<file path="src/rtl/reloc_pkg.sv">
package reloc_pkg;
  // register select for the write port; bit 1 picks the pair, bit 0 the field
  typedef enum logic [1:0] {
    SEL_CODE_BASE  = 2'd0,
    SEL_CODE_LIMIT = 2'd1,
    SEL_DATA_BASE  = 2'd2,
    SEL_DATA_LIMIT = 2'd3
  } reg_sel_e;

  localparam int unsigned NUM_PAIRS = 2;
  localparam int unsigned PAIR_CODE = 0;
  localparam int unsigned PAIR_DATA = 1;
endpackage

</file>
<file path="src/rtl/reloc_pair_regs.sv">
module reloc_pair_regs #(
  parameter int unsigned VA_W  = 24,
  parameter int unsigned PA_W  = 24,
  parameter int unsigned CFG_W = 24
) (
  input  logic             clk,
  input  logic             rst_n,
  input  logic             we_base,
  input  logic             we_limit,
  input  logic [CFG_W-1:0] wdata,
  output logic [PA_W-1:0]  base_q,
  output logic [VA_W-1:0]  limit_q
);
  logic [PA_W-1:0] base_d;
  logic [VA_W-1:0] limit_d;

  always_comb begin
    base_d  = base_q;
    limit_d = limit_q;
    if (we_base)  base_d  = wdata[PA_W-1:0];
    if (we_limit) limit_d = wdata[VA_W-1:0];
  end

  always_ff @(posedge clk or negedge rst_n) begin
    if (!rst_n) begin
      base_q  <= '0;
      limit_q <= '1;
    end else begin
      if (we_base)  base_q  <= base_d;
      if (we_limit) limit_q <= limit_d;
    end
  end
endmodule

</file>
<file path="src/rtl/reloc_xlate.sv">
module reloc_xlate #(
  parameter int unsigned VA_W = 24,
  parameter int unsigned PA_W = 24
) (
  input  logic [VA_W-1:0] vaddr,
  input  logic [PA_W-1:0] base,
  input  logic [VA_W-1:0] limit,
  input  logic            super_mode,
  output logic [PA_W-1:0] paddr,
  output logic            over_limit
);
  logic [PA_W-1:0] va_ext;
  logic [PA_W-1:0] eff_base;

  generate
    if (PA_W > VA_W) begin : g_widen
      assign va_ext = {{(PA_W-VA_W){1'b0}}, vaddr};
    end else if (PA_W == VA_W) begin : g_same
      assign va_ext = vaddr;
    end else begin : g_narrow
      assign va_ext = vaddr[PA_W-1:0];
    end
  endgenerate

  // adder and comparator share only the virtual address: they run side by side
  always_comb begin
    eff_base   = super_mode ? '0 : base;
    paddr      = va_ext + eff_base;
    over_limit = !super_mode && (vaddr >= limit);
  end
endmodule

</file>
<file path="src/rtl/reloc_unit.sv">
module reloc_unit #(
  parameter int unsigned VA_W = 24,
  parameter int unsigned PA_W = 24,
  localparam int unsigned CFG_W = (VA_W > PA_W) ? VA_W : PA_W
) (
  input  logic             clk,
  input  logic             rst_n,
  input  logic             req_valid,
  input  logic             req_fetch,
  input  logic             req_super,
  input  logic [VA_W-1:0]  req_vaddr,
  input  logic             cfg_we,
  input  logic [1:0]       cfg_sel,
  input  logic [CFG_W-1:0] cfg_wdata,
  output logic             pa_valid,
  output logic [PA_W-1:0]  pa_addr,
  output logic             fault,
  output logic [VA_W-1:0]  fault_vaddr
);
  import reloc_pkg::*;

  logic [PA_W-1:0] base_q  [NUM_PAIRS];
  logic [VA_W-1:0] limit_q [NUM_PAIRS];

  generate
    for (genvar g = 0; g < NUM_PAIRS; g++) begin : g_pair
      logic pair_hit;
      assign pair_hit = cfg_we && (cfg_sel[1] == 1'(g));
      reloc_pair_regs #(.VA_W(VA_W), .PA_W(PA_W), .CFG_W(CFG_W)) regs_i (
        .clk      (clk),
        .rst_n    (rst_n),
        .we_base  (pair_hit && !cfg_sel[0]),
        .we_limit (pair_hit &&  cfg_sel[0]),
        .wdata    (cfg_wdata),
        .base_q   (base_q[g]),
        .limit_q  (limit_q[g])
      );
    end
  endgenerate

  logic [PA_W-1:0] sel_base;
  logic [VA_W-1:0] sel_limit;
  logic [PA_W-1:0] xl_paddr;
  logic            xl_over;

  always_comb begin
    sel_base  = req_fetch ? base_q[PAIR_CODE]  : base_q[PAIR_DATA];
    sel_limit = req_fetch ? limit_q[PAIR_CODE] : limit_q[PAIR_DATA];
  end

  reloc_xlate #(.VA_W(VA_W), .PA_W(PA_W)) xlate_i (
    .vaddr      (req_vaddr),
    .base       (sel_base),
    .limit      (sel_limit),
    .super_mode (req_super),
    .paddr      (xl_paddr),
    .over_limit (xl_over)
  );

  logic valid_d, fault_d;

  always_comb begin
    valid_d = req_valid && !xl_over;
    fault_d = req_valid &&  xl_over;
  end

  always_ff @(posedge clk or negedge rst_n) begin
    if (!rst_n) begin
      pa_valid    <= 1'b0;
      fault       <= 1'b0;
      pa_addr     <= '0;
      fault_vaddr <= '0;
    end else begin
      pa_valid <= valid_d;
      fault    <= fault_d;
      if (valid_d) pa_addr     <= xl_paddr;
      if (fault_d) fault_vaddr <= req_vaddr;
    end
  end
endmodule

</file>
<file path="config.mk">
export PLATFORM = sky130hd
export DESIGN_NAME = reloc_unit
export DESIGN_NICKNAME = d
export VERILOG_FILES = /design/src/rtl/reloc_pkg.sv /design/src/rtl/reloc_pair_regs.sv /design/src/rtl/reloc_xlate.sv /design/src/rtl/reloc_unit.sv
export SDC_FILE = /design/constraint.sdc
export NUM_CORES = 1
export LEC_CHECK = 0
export BUFFER_PORTS_ARGS = -buffer_cell sky130_fd_sc_hd__buf_2
export CORE_MARGIN = 5
export CORE_UTILIZATION = 53
export CTS_CLUSTER_DIAMETER = 120
export DETAILED_ROUTE_END_ITERATION = 10
export PLACE_DENSITY = 0.77
export SYNTH_ARGS = -nofsm -noshare
export SYNTH_HDL_FRONTEND = slang
export SYNTH_HIERARCHICAL = 1
export SYNTH_SLANG_ARGS = --single-unit
</file>
<file path="constraint.sdc">
create_clock -name clk -period 2.69 [get_ports clk]
set_clock_uncertainty 0.05 [all_clocks]
set_input_delay 0.1345 -clock clk [delete_from_list [all_inputs] [get_ports clk]]
set_output_delay 0.1345 -clock clk [all_outputs]
set_load 0.03 [all_outputs]
</file>
==> results of run 1 <==
-- Yosys cell counts, types with 2 or more instances --
library cell | number | area, um^2
and3_1 | 2 | 12.5
nand3_1 | 5 | 25.0
dfrtp_1 | 98 | 2450
mux2_2 | 93 | 1050
xnor2_1 | 15 | 131
a21o_1 | 15 | 113
and3_2 | 2 | 15.0
a211oi_1 | 2 | 15.0
dfstp_2 | 48 | 1260
nor2b_1 | 24 | 150
ha_1 | 47 | 588
buf_12 | 8 | 160
a311oi_2 | 2 | 30.0
buf_2 | 2 | 10.0
buf_6 | 10 | 113
nand2b_1 | 3 | 18.8
nand4_1 | 5 | 31.3
a21o_2 | 2 | 17.5
nand2_1 | 19 | 71.3
xor2_1 | 8 | 70.1
mux2_4 | 99 | 1490
o21bai_1 | 3 | 22.5
o21ai_0 | 11 | 55.1
inv_1 | 31 | 116
nor2_1 | 7 | 26.3
a21oi_2 | 3 | 26.3
buf_4 | 4 | 30.0
a31oi_2 | 2 | 25.0
a21oi_1 | 25 | 125
clkbuf_1 | 3 | 11.3
-- per-layer routing --
layer / vias to the layer above / share of wire (%) / wire length, um
met1: 3002 / 43 / 9120
li1: 2697 / - / -
met2: 187 / 50 / 10800
met3: 38 / 4.9 / 1050
met4: 0 / 2.1 / 443
met5: - / 0 / 0
-- stage by stage --
stage	setup slack, ns	util [%]	area (um^2)	hold slack (ns)
after floorplan	-0.236	-	8540	-0.211
after global placement	-0.433	61.1	9660	0.101
after detailed placement	-0.487	61.1	9660	0.117
after CTS	-0.311	71.7	11300	0.0932
after global routing	-0.540	71.7	11300	0.0931
final	-0.392	71.7	11300	0.115
-- flip-flops by register name (all words and copies together), names as in the netlist --
| signal | flops |
|---|---|
| fault | 1 |
| fault_vaddr | 24 |
| g_pair.regs_i/base_q | 48 |
| g_pair.regs_i/limit_q | 48 |
| pa_addr | 24 |
| pa_valid | 1 |
-- critical path, cell delays in order, from the launching register on --
cell and delay (ns):
dfrtp_1 0.38, mux2_4 0.27, nor2b_4 0.14, ha_4 0.16
fa_2 0.35, a21o_1 0.22, a221oi_4 0.34, or2_1 0.20
nand3_2 0.10, a31oi_4 0.19, o311ai_2 0.14, xor2_1 0.17
mux2_4 0.26
-- power breakdown --
group          switching [mW]  internal (mW)  total (mW)
Combinational            1.90           1.92        3.82
Sequential              0.371           2.92        3.29
Clock                   0.904           1.55        2.45
Total                    3.17           6.38        9.56
-- area by class of cell --
type	count	area (um^2)	area share, %
multi-input cells	418	4680	41.2
flip-flops and latches	146	3710	32.7
repair buffers	248	1960	17.3
clock buffers	21	440	3.88
well taps	216	270	2.38
clock inverters	11	164	1.44
inverters	31	116	1.03
-- logic make-up (layout without fill, tap and decap cells) --
family | Yosys count | after routing | synth area share (%)
flops | 146 | 146 | 43.6
fa+ha+maj | 48 | 48 | 7.15
xor+xnor | 23 | 23 | 2.37
simple gates | 78 | 78 | 5.16
mux | 192 | 192 | 29.8
compound gates | 77 | 77 | 6.72
buf+inv | 58 | 311 | 5.18
-- worst paths after layout --
check | start | endpoint | slack, ns | depth (start not counted)
max | g_pair[1].regs_i/base_q[0]$_DFFE_PN0P_ | pa_addr[20]$_DFFE_PN0P_ | -0.39 | 12
min | req_vaddr[0] | pa_addr[0]$_DFFE_PN0P_ | 0.12 | 3
max reg2reg | g_pair[1].regs_i/base_q[0]$_DFFE_PN0P_ | pa_addr[20]$_DFFE_PN0P_ | -0.39 | 12
min reg2reg | g_pair[1].regs_i/base_q[23]$_DFFE_PN0P_ | g_pair[1].regs_i/base_q[23]$_DFFE_PN0P_ | 0.45 | 1
max in group asynchronous | rst_n | g_pair[1].regs_i/limit_q[9]$_DFFE_PN1P_ | 1.50 | 3
min in group asynchronous | rst_n | g_pair[1].regs_i/base_q[16]$_DFFE_PN0P_ | 0.24 | 2
-- repair_timing --
item | CTS | global route
setup endpoints to repair | 50 | 50
setup buffers | 16 | 3
pin swaps | 10 | 13
gates resized for setup | 69 | 18
hold buffers | 49 | 0
hold endpoints to repair | 162 | 0
cloned | 5 | 0
==> reports/qor.csv, run 1 <==
stage,metric,value,unit
placement,port-buffer-count,105,
timing,fmax,324,MHz
synth,avgSynthCellArea,13.7,um^2
synth,synth_edf_count,0,
drt,avgViaCountPerCell,5.43,
cts,clk_path_buf_depth,2,
finish,stdcell_count,1091,
outcome,status,"complete, but fails checks",
finish,syn_to_final_growth,33.4,%
synth,netlist_instances,622,
setup_path,cp_max_fo,3,
global_route,grt_usage,24.2,%
synth,synth.distinct_cells,54,
synth,synth-seq-area-share,43.6,%
pwr,irDropWorstVdd,0.000687,V
finish,antenna_cells,0,
timing,tightestPinTransition,0.604,ns
floorplan,placementRows,46,
cts,clk_pin_slew,0.06,ns
drt,route.detailed.drc,0,
pwr,leakagePower,5.43,nW
cts,clkLatencyLatePin,0.43,ns
worst_hold_path,min_path_type,primary input to flip-flop,
timing,period_share,115,%
cts,clk_root_buffer_cell,clkbuf_16,
outcome,violations,setup timing,
floorplan,io_pins,106,
global_route,overflow,0,
global_route,antenna_found_initial,0,
synth,ys_ff_latch,146,
cts,cts_buffers,17,
setup_path,crit_required,2.95,ns
timing,setup_ws,-0.392,ns
drt,drtIter0Drc,311,
synth,synth_area,8510,um^2
finish,mostFrequentLayoutCells,"mux2_4, buf_2, dfrtp_1, buf_4, mux2_2",
global_route,use_met2,41.6,%
global_route,met3_usage,6.18,%
global_route,grt_max_degree,69,
finish,fillCellCount,1028,
finish,nets,966,
pwr,total_power,9.56,mW
drt,first_pass_iters,4,
timing,fin_crit,3.08,ns
job,maxCapViolations,0,
placement,place.gp.congestion,0.905,
cts,htreeDepth,4,
setup_path,worstPathArrival,3.34,ns
global_route,grt_busiest_layer,met2,
global_route,grt_pass1_wl,35000,um
setup_path,end_kind,flip-flop,
timing,timing.final.max_slew_violations,0,
cts,cts_tree,yes,
drt,ant_nets,0,
floorplan,die_w,137,um
floorplan,fp.dieH,137,um
floorplan,initial_core_util,53.8,%
setup_path,crit_type,flip-flop to flip-flop,
timing,rsz0062_at_grt,true,
timing,finalSetupViolations,49,
finish,drive_gt1_share,58.2,%
timing,slew_headroom,59.7,%
pwr,p_per_area,842,nW/um^2
floorplan,die_area,18700,um^2
setup_path,critPathLaunchType,flip-flop,
synth,synthArstFlopShare,100,%
timing,fin_tns_setup,-9.52,ns
cts,cts_sinks,146,
placement,dp.cells,994,
floorplan,core,15800,um^2
placement,place_hpwl,14200,um
drt,vias,5924,
drt,routed_wl,21400,um
drt,wl_per_cell,19.6,um
synth,synth-main-ff-cell,dfrtp_1,
synth,syn-num-nets,726,
timing,hold_viol,0,
synth,yosys_warnings,6,
global_route,grt_pass1_vias,6677,
global_route,met1_usage,29.6,%
finish,layout_commonest_cell,mux2_4,
No activity file was read; power rests on OpenSTA's default activity.
==> run 2: changes to the inputs <==
--- a/config.mk
+++ b/config.mk
@@ -5,12 +5,13 @@
 export SDC_FILE = /design/constraint.sdc
 export NUM_CORES = 1
 export LEC_CHECK = 0
+export ABC_AREA = 1
 export BUFFER_PORTS_ARGS = -buffer_cell sky130_fd_sc_hd__buf_2
 export CORE_MARGIN = 5
-export CORE_UTILIZATION = 53
+export CORE_UTILIZATION = 54
 export CTS_CLUSTER_DIAMETER = 120
 export DETAILED_ROUTE_END_ITERATION = 10
-export PLACE_DENSITY = 0.77
+export PLACE_DENSITY = 0.78
 export SYNTH_ARGS = -nofsm -noshare
 export SYNTH_HDL_FRONTEND = slang
 export SYNTH_HIERARCHICAL = 1
==> run 2 against run 1 <==
- the flow now finishes without violations
- maximum frequency up 20%
- non-clock buffer count down 79
- core utilization down 6.7 points
- highest routed layer unchanged
==> reports/qor.csv, run 2 <==
stage,metric,value,unit,change
synth,yosys_warnings,6,,unchanged
setup_path,crit_type,flip-flop to flip-flop,,
finish,drive_gt1_share,18.1,%,-40 points
setup_path,startpoint,g_pair[1].regs_i/limit_q[23]$_DFFE_PN1P_,,
placement,place.gp.congestion,0.886,,-2.1%
placement,dpl-instance-area,9620,um^2,-0.45%
cts,cts_tree,yes,,
placement,dp.cells,1555,,+56%
drt,wl_per_cell,14.4,um,-26%
finish,mostFrequentLayoutCells,"nand2_1, inv_1, buf_2, dfrtp_1, nand3_1",,
floorplan,placementRows,47,,+2.2%
setup_path,r2r_slack,0.11,ns,+0.50 ns
pwr,irDropWorstVdd,0.000508,V,-26%
timing,hold_viol,0,,unchanged
floorplan,core,16500,um^2,+4.0%
setup_path,crit_required,2.94,ns,about the same
drt,avgViaCountPerCell,5.05,,-7.1%
synth,yosysTopAreaCellShare,27.2,%,-1.6 points
floorplan,io_pins,106,,unchanged
synth,yosysMostFrequentCell,nand2_1,,
timing,period_share,95.9,%,-19 points
cts,cts_setup_buffers,0,,-16
finish,antenna_cells,0,,unchanged
finish,multiInputGateArea,4250,um^2,-9.2%
synth,synth_common_cells,"nand2_1, inv_1, dfrtp_1",,
placement,port-buffer-count,105,,unchanged
floorplan,die_w,139,um,+1.8%
finish,nets,1508,,+56%
synth,synth_area_leader_cell,dfrtp_1,,
finish,largest_registers,"g_pair.regs_i/base_q (48), g_pair.regs_i/limit_q (48)",,
drt,vias,8259,,+39%
setup_path,rr_endpoint,fault_vaddr[22]$_DFFE_PN0P_,,
finish,fillCellCount,1442,,+40%
placement,dp_slack,0.0889,ns,+0.576 ns
global_route,grt_pass1_vias,7945,,+19%
worst_hold_path,hold_depth,3,,unchanged
global_route,antenna_found_initial,0,,unchanged
floorplan,fp.dieH,139,um,+1.8%
timing,fin_crit,2.58,ns,-0.504 ns
global_route,grt_max_degree,82,,+19%
timing,fin_tns_setup,0,ns,+9.52 ns
synth,synth_area_leaders,"dfrtp_1, nand2_1, dfstp_2",,
synth,netlist_instances,1263,,+100%
cts,cts_buffers,17,,unchanged
drt,routed_wl,23600,um,+10%
setup_path,worstReg2RegStart,g_pair[1].regs_i/limit_q[23]$_DFFE_PN1P_,,
timing,tightestPinTransition,0.768,ns,+0.163 ns
timing,rsz0062_at_grt,true,,
job,maxCapViolations,0,,unchanged
setup_path,cp_max_fo,13,,+10
pwr,leakagePower,5.99,nW,+10%
setup_path,critPathLaunchType,flip-flop,,
setup_path,end_kind,flip-flop,,
synth,synth-main-ff-cell,dfrtp_1,,
outcome,status,completed,,
worst_hold_path,min_path_type,primary input to flip-flop,,
finish,stdcell_count,1637,,+50%
timing,slew_headroom,48.8,%,-11 points
synth,synth_area,9000,um^2,+5.8%
drt,route.detailed.drc,0,,unchanged
cts,clk_pin_slew,0.06,ns,about the same
pwr,p_per_area,712,nW/um^2,-15%
finish,layout_commonest_cell,nand2_1,,
finish,seqCellArea,3710,um^2,unchanged
setup_path,worstPathArrival,2.82,ns,-0.52 ns
synth,synth.distinct_cells,33,,-39%
cts,clk_path_buf_depth,2,,unchanged
global_route,grt_pass1_wl,38800,um,+11%
synth,ys_ff_latch,146,,unchanged
synth,synth-seq-area-share,41.3,%,-2.4 points
cts,clk_root_buffer_cell,clkbuf_16,,
floorplan,initial_core_util,54.7,%,+0.90 points
synth,syn-num-nets,1367,,+88%
synth,synth_edf_count,0,,unchanged
timing,finalSetupViolations,0,,-100%
setup_path,endpoint,fault_vaddr[22]$_DFFE_PN0P_,,
timing,timing.final.max_slew_violations,0,,unchanged
cts,htreeDepth,4,,unchanged
timing,setup_ws,0.111,ns,+0.504 ns
placement,place_hpwl,16200,um,+14%
drt,drtIter0Drc,703,,+130%
synth,avgSynthCellArea,7.13,um^2,-48%
setup_path,rr_worst_depth,14,,+2
finish,syn_to_final_growth,18.9,%,
global_route,overflow,0,,unchanged
global_route,grt_usage,24.5,%,+0.37 points
drt,ant_nets,0,,unchanged
timing,fmax,388,MHz,+20%
timing,whs,0.142,ns,+0.0265 ns
cts,cts_sinks,146,,unchanged
drt,first_pass_iters,7,,+3
cts,clkLatencyLatePin,0.42,ns,about the same
synth,synthArstFlopShare,100,%,unchanged
floorplan,die_area,19300,um^2,+3.5%
finish,final_area,10700,um^2,-5.7%
run 2: cell types whose count changed after synthesis, sizes merged, moves of 15 or more:
cell,previous run,this run
mux2,192,0
nand2,20,604
o21ai,12,51
nor2b,25,0
nor2,7,61
inv,31,177
a21o,17,2
nand3,5,67
run 2: layout make-up:
class / instances / share of cell area, %
clock buffer: 24 / 4.41
timing repair buffer: 169 / 11.4
inverter: 177 / 6.49
multi-input combinational: 893 / 39.7
sequential: 146 / 34.7
tap: 220 / 2.57
clock inverter: 8 / 0.748
run 2: how the worst min path moves through the flow:
stage | from | end | slack (ns)
after floorplan | rst_n | fault$_DFF_PN0_ | -0.21
after global placement | rst_n | fault_vaddr[1]$_DFFE_PN0P_ | 0.17
after detailed placement | rst_n | fault_vaddr[1]$_DFFE_PN0P_ | 0.18
after CTS | req_valid | fault_vaddr[0]$_DFFE_PN0P_ | 0.11
after global routing | req_valid | fault_vaddr[2]$_DFFE_PN0P_ | 0.15
final | req_valid | fault_vaddr[1]$_DFFE_PN0P_ | 0.14
run 2: logic make-up after synthesis:
family	share of synthesized area, %
buffers and inverters	11.9
AND/OR/NAND/NOR	33.8
adder cells (fa/ha/maj)	6.76
flip-flops	41.3
AO/OA/AOI/OAI	5.02
XOR/XNOR	1.27
run 2: per-stage QoR:
step / power, mW / util (%)
2_1_floorplan: 4.59 / -
3_3_place_gp: 5.24 / 58.4
3_5_place_dp: 5.31 / 58.4
4_1_cts: 7.62 / 64.7
5_1_grt: 8.07 / 65.0
6_report: 7.62 / 65.0
run 2: where the power goes:
part	leakage [nW]	switching, mW	internal [mW]	total [mW]
Clock	0.261	0.922	1.32	2.24
Sequential	1.72	0.261	2.74	3.00
Combinational	4.00	1.59	0.791	2.38
Total	5.99	2.77	4.85	7.62
run 2: repair_timing:
action,CTS,global route
resized for setup,0,7
endpoints found under the setup margin,0,49
hold buffers,49,0
hold endpoints to repair,169,0
run 2: per-layer routing:
metal / wire (um) / up-vias / global-route usage (%) / share of wire, %
met4: 617 / 0 / 8.91 / 2.6
li1: - / 4111 / - / -
met3: 1260 / 52 / 4.55 / 5.3
met5: 0 / - / 0 / 0
met2: 11300 / 252 / 40.8 / 48
met1: 10500 / 3844 / 32.2 / 44
run 2: worst max-delay path, cell delays in order, from the launching register on:
cell and delay, ns:
dfstp_2 0.54, inv_1 0.04, o21ai_0 0.15, inv_1 0.06
ha_1 0.29, nand2_1 0.09, nor2_2 0.13, nand4_1 0.20
nor2_1 0.14, nand2_1 0.11, a21oi_4 0.19, nand2_2 0.13
buf_12 0.20, nand2_1 0.06, nand2_1 0.08
